File: src/rtl/rialu_pkg.sv
// Package: operation codes and shared widths for the integer ALU.
// Assumes the external decoder drives these 4-bit codes directly.
package rialu_pkg;
    localparam int OP_W = 4;

    typedef enum logic [OP_W-1:0] {
        OP_ADD  = 4'd0,
        OP_SUB  = 4'd1,
        OP_AND  = 4'd2,
        OP_OR   = 4'd3,
        OP_NOR  = 4'd4,
        OP_SLT  = 4'd5,
        OP_SLTU = 4'd6,
        OP_SLL  = 4'd7,
        OP_SRL  = 4'd8,
        OP_LUI  = 4'd9
    } alu_op_e;

    // Highest operation code in use; codes above it produce zero.
    localparam logic [OP_W-1:0] OP_LAST = 4'd9;
endpackage

File: src/rtl/rialu_addsub.sv
// Module: shared adder/subtractor with signed and unsigned less-than outputs.
// Assumes the comparison outputs are only used while sub_en is high.
module rialu_addsub #(
    parameter int W = 32
) (
    input  logic [W-1:0] a,
    input  logic [W-1:0] b,
    input  logic         sub_en,
    output logic [W-1:0] sum,
    output logic         lt_signed,
    output logic         lt_unsigned
);
    logic [W-1:0] b_eff;
    logic [W:0]   full;
    logic         carry;
    logic         ovf;

    // Invert B and add one for subtraction.
    assign b_eff = sub_en ? ~b : b;
    assign full  = {1'b0, a} + {1'b0, b_eff} + {{W{1'b0}}, sub_en};
    assign sum   = full[W-1:0];
    assign carry = full[W];

    // Signed overflow of the internal addition, used only to order signed values.
    assign ovf = (a[W-1] == b_eff[W-1]) && (sum[W-1] != a[W-1]);

    // Signed less-than: sign of the difference, corrected for overflow.
    assign lt_signed   = sum[W-1] ^ ovf;
    // Unsigned less-than: borrow out of the subtraction.
    assign lt_unsigned = ~carry;
endmodule

File: src/rtl/rialu_logic.sv
// Module: bitwise unit producing AND, OR or NOR of the two operands.
// Assumes sel codes 0..2; code 3 yields zero.
module rialu_logic #(
    parameter int W = 32
) (
    input  logic [W-1:0] a,
    input  logic [W-1:0] b,
    input  logic [1:0]   sel,
    output logic [W-1:0] y
);
    // Select the bitwise function.
    always_comb begin
        unique case (sel)
            2'd0:    y = a & b;
            2'd1:    y = a | b;
            2'd2:    y = ~(a | b);
            default: y = '0;
        endcase
    end
endmodule

File: src/rtl/rialu_shift.sv
// Module: logarithmic logical shifter, left or right, zero fill.
// Assumes W is a power of two so SHW bits cover every shift distance.
module rialu_shift #(
    parameter int W   = 32,
    parameter int SHW = $clog2(W)
) (
    input  logic [W-1:0]   din,
    input  logic [SHW-1:0] amt,
    input  logic           to_right,
    output logic [W-1:0]   dout
);
    logic [W-1:0] stage [0:SHW];

    assign stage[0] = din;

    // One stage per shift-count bit, each moving by a power of two.
    for (genvar i = 0; i < SHW; i++) begin : g_stage
        localparam int STEP = 2 ** i;
        assign stage[i+1] = !amt[i] ? stage[i]
                          : (to_right ? (stage[i] >> STEP) : (stage[i] << STEP));
    end

    assign dout = stage[SHW];
endmodule

File: src/rtl/rialu_top.sv
// Module: 32-bit integer ALU top; picks one unit result by operation code
// and flags an all-zero result. Purely combinational; assumes the decoder
// holds op_sel stable while the result is consumed.
module rialu_top #(
    parameter  int WIDTH = 32,
    localparam int SHW   = $clog2(WIDTH)
) (
    input  logic [3:0]       op_sel,
    input  logic [WIDTH-1:0] opnd_a,
    input  logic [WIDTH-1:0] opnd_b,
    input  logic [SHW-1:0]   shamt,
    output logic [WIDTH-1:0] result,
    output logic             zero
);
    import rialu_pkg::*;

    localparam int HALF = WIDTH / 2;

    alu_op_e          op;
    logic             sub_en;
    logic [WIDTH-1:0] arith_y;
    logic             lt_s;
    logic             lt_u;
    logic [1:0]       logic_sel;
    logic [WIDTH-1:0] logic_y;
    logic             shift_right;
    logic [WIDTH-1:0] shift_y;
    logic [WIDTH-1:0] lui_y;

    assign op = alu_op_e'(op_sel);

    // Subtract for SUB and both comparisons.
    assign sub_en = (op == OP_SUB) || (op == OP_SLT) || (op == OP_SLTU);

    rialu_addsub #(.W(WIDTH)) u_addsub (
        .a           (opnd_a),
        .b           (opnd_b),
        .sub_en      (sub_en),
        .sum         (arith_y),
        .lt_signed   (lt_s),
        .lt_unsigned (lt_u)
    );

    // Map the operation code onto the bitwise unit's local select.
    always_comb begin
        unique case (op)
            OP_AND:  logic_sel = 2'd0;
            OP_OR:   logic_sel = 2'd1;
            OP_NOR:  logic_sel = 2'd2;
            default: logic_sel = 2'd3;
        endcase
    end

    rialu_logic #(.W(WIDTH)) u_logic (
        .a   (opnd_a),
        .b   (opnd_b),
        .sel (logic_sel),
        .y   (logic_y)
    );

    assign shift_right = (op == OP_SRL);

    rialu_shift #(.W(WIDTH), .SHW(SHW)) u_shift (
        .din      (opnd_b),
        .amt      (shamt),
        .to_right (shift_right),
        .dout     (shift_y)
    );

    // Upper-half constant placement.
    assign lui_y = {opnd_b[HALF-1:0], {HALF{1'b0}}};

    // Final result selection; unused codes give zero.
    always_comb begin
        if (op_sel > OP_LAST) begin
            result = '0;
        end else begin
            unique case (op)
                OP_ADD, OP_SUB:          result = arith_y;
                OP_AND, OP_OR, OP_NOR:   result = logic_y;
                OP_SLT:                  result = {{(WIDTH-1){1'b0}}, lt_s};
                OP_SLTU:                 result = {{(WIDTH-1){1'b0}}, lt_u};
                OP_SLL, OP_SRL:          result = shift_y;
                OP_LUI:                  result = lui_y;
                default:                 result = '0;
            endcase
        end
    end

    assign zero = (result == '0);
endmodule

File: config.mk
export PLATFORM = sky130hd
export DESIGN_NAME = rialu_top
export DESIGN_NICKNAME = d
export VERILOG_FILES = /design/src/rtl/rialu_pkg.sv /design/src/rtl/rialu_addsub.sv /design/src/rtl/rialu_logic.sv /design/src/rtl/rialu_shift.sv /design/src/rtl/rialu_top.sv
export SDC_FILE = /design/constraint.sdc
export NUM_CORES = 1
export LEC_CHECK = 0
export BUFFER_PORTS_ARGS = -buffer_cell sky130_fd_sc_hd__buf_2
export CAP_MARGIN = 10
export CORE_ASPECT_RATIO = 1.75
export CORE_UTILIZATION = 31
export DETAILED_ROUTE_END_ITERATION = 16
export PLACE_DENSITY = 0.58
export SLEW_MARGIN = 10
export SYNTH_ARGS = -nofsm -noshare
export SYNTH_HDL_FRONTEND = slang
export SYNTH_SLANG_ARGS = --single-unit
File: constraint.sdc
create_clock -name vclk -period 19.75
set_clock_uncertainty 0.1 [all_clocks]
set_input_delay 3.95 -clock vclk [all_inputs]
set_output_delay 3.95 -clock vclk [all_outputs]
set_load 0.01 [all_outputs]
==> key figures <==
Placed design
  • HPWL Detailed: 33290 um
  • Placed Area: 8143 um2
  • Dpl ws: 5.785 ns
  • Inst Count DP: 1467
  • IO buf count: 106
  • Placer congestion estimate: 1.063

Status
  • Status: completed

Critical path
  • Ordered list of cells on the worst path: buf_2, buf_4, nor2b_1, nor2_1, nor2_4, xor2_1, ha_1, nand2_1, o21ai_0, a22o_1, a21oi_1, a31oi_1, a31oi_1, a31oi_1, mux2i_1, a211o_1, or4_1, or4_1, nor4_2, buf_2
  • Largest stage delay, worst path: 0.89 ns
  • Most common cell on crit path: a31oi_1
  • Worst path slowest cell: nor2_4
  • CP Max Fanout: 43
  • CP endpoint kind: output pin
  • Crit Path Category: primary input to output pin
  • CP arrival: 10.01 ns
  • CP required: 15.70 ns
  • Startpoint Class: primary input

Power and ir drop
  • Comb power frac: 100.0%
  • P_sw: 0.1859 mW
  • Pwr Density: 34.80 nW/um2
  • Clock power share: 0%
  • Flop pwr share: 0%
  • P_leak: 3.154 nW
  • Sw frac: 65.59%
  • Cell-internal power: 0.09752 mW
  • VDD IR-drop max: 0.01678 mV

Floorplanning
  • Die Ht: 209.3 um
  • Total I/O pin count: 106
  • Die X: 120.4 um
  • Die area: 25200 um2
  • Initial Util: 31.68%
  • Core Region: 24020 um2
  • Rows: 75

Route
  • Residual DRC: 0
  • Routed wire per std cell: 29.92 um
  • Routed Antenna Nets: 0
  • Post-Route WL: 43890 um
  • Via density: 6.858
  • Initial drt markers: 1091
  • Vias: 10060
  • First drt pass iteration count: 7

Final layout
  • Combined area of the multi-input logic cells: 7012 um2
  • Seq. cell area: 0 um2
  • Fillers: 2755
  • Seq_cells: 0
  • # clk buffers: 0
  • Final std cells w/o fill: 1467
  • # diodes: 0
  • Final Cell Area: 8143 um2
  • Layout area overhead: 7.004%
  • Net count, final: 1270
  • Fraction of layout cells with a size suffix above 1: 15.27%

Global routing
  • Initial antenna violation count: 0
  • Vias in the first global route: 9650
  • Largest net degree at the start of global routing: 66
  • Total gr overflow: 0
  • Global-route wire length before repair: 63770 um
  • Total track usage: 33.91%

Synth
  • Cells after Synth: 1159
  • Count of cell types in the netlist: 88
  • Seq/Total Area, Yosys: 0%
  • Netlist Area Pre-Place: 7610 um2
  • Yosys top cell by area: ha_1
  • Area contributors post-synth: ha_1 5.8%, mux2i_1 5.5%, nand2_1 5.5%
  • Syn_area_per_cell: 6.566 um2
  • Yosys top cell area share: 5.755%
  • Syn. warnings: 0
  • Mapped Nets: 1268

Flow run
  • Max cap viols: 0

Timing
  • Slew @ Worst Pin: 1.218 ns
  • Fin Setup TNS: 0 ns
  • Final WS setup: 5.695 ns
  • Slew Limit Fails: 0
  • Final setup viols: 0
  • Max frequency: 71.15 MHz
  • Relative slew slack: 17.74%
  • Fin crit period: 14.06 ns
  • Final worst path period share: 71.17%
  • RSZ-0062 raised after global routing: no
  • Endpoints failing hold: 0

Clocking
  • Cts hold-fix bufs: 0
  • Post-CTS Setup Inserts: 0
  • # resized after CTS: 0

Min path
  • Hold WC Path Type: primary input to output pin
critical path, delay by kind of cell:
kind	cells	cell delay, ns
and+or+nand+nor	7	2.53
AOI/OAI and AO/OA	7	2.08
adders and majority gates	1	0.46
buffers and inverters	3	0.67
muxes	1	0.12
xor gates and xnor gates	1	0.15
stage by stage:
stage	hold WS, ns	utilization (%)	total power [mW]
floorplan	8.041	-	0.1827
global placement	8.317	33.90	0.2736
detailed placement	8.329	33.90	0.2724
CTS	8.333	33.90	0.2738
global route	8.383	33.90	0.2984
finish	8.338	33.90	0.2834
power by group through the flow:
stage / clock (mW) / combinational [mW] / sequential [mW]
CTS: 0 / 0.274 / 0
floorplan: 0 / 0.183 / 0
detailed placement: 0 / 0.272 / 0
finish: 0 / 0.283 / 0
global route: 0 / 0.298 / 0
global placement: 0 / 0.274 / 0
placed cells by master (no fill, tap or decap), types with 13 or more instances in the layout:
cell and count:
o22ai_1 20, nand4_1 13, inv_1 24, a221oi_1 16, nand3_1 30, o21ai_0 65
mux2i_1 42, buf_4 18, a21oi_1 81, maj3_1 29, buf_2 104, nor3_1 43
o211ai_1 22, a31oi_1 22, mux4_2 13, a222oi_1 13, a211oi_1 18, xnor2_1 19
xor2_1 31, nand2b_1 20, nor2b_1 17, nand2_1 112, ha_1 35, nor2_1 111
synthesized netlist by cell type (22+ instances only):
master	instances
o21ai_0	65
o211ai_1	22
nand2_1	112
ha_1	35
nor2_1	112
xor2_1	31
nor3_1	44
a31oi_1	22
a21oi_1	81
clkbuf_1	79
buf_2	24
mux2i_1	42
nand3_1	30
inv_1	24
maj3_1	29
worst paths after layout:
path,from,endpoint,slack (ns),depth (start not counted)
hold / removal,opnd_a[21],result[21],8.34,5
setup / recovery,op_sel[0],zero,5.69,20
area by class of cell:
type / instances / area share, %
Multi-Input combinational cell: 1013 / 86.11
Timing Repair Buffer: 122 / 8.052
Tap cell: 308 / 4.733
Inverter: 24 / 1.106
per-layer routing:
layer	wire length (um)	global-route usage (%)	part of all wire (%)
met2	20280	55.49	46
met1	15740	38.96	36
met4	4214	26.18	9.6
met3	3660	5.543	8.3
met5	0	0	0
cell families after synthesis:
kind of cell             synth area share (%)
AND/OR/NAND/NOR                         27.19
AO/OA/AOI/OAI                           37.88
buffers and inverters                   8.188
multiplexers                            11.15
adder cells (fa/ha/maj)                 9.832
XOR/XNOR                                5.755
Power figures use the tool's default switching activity.
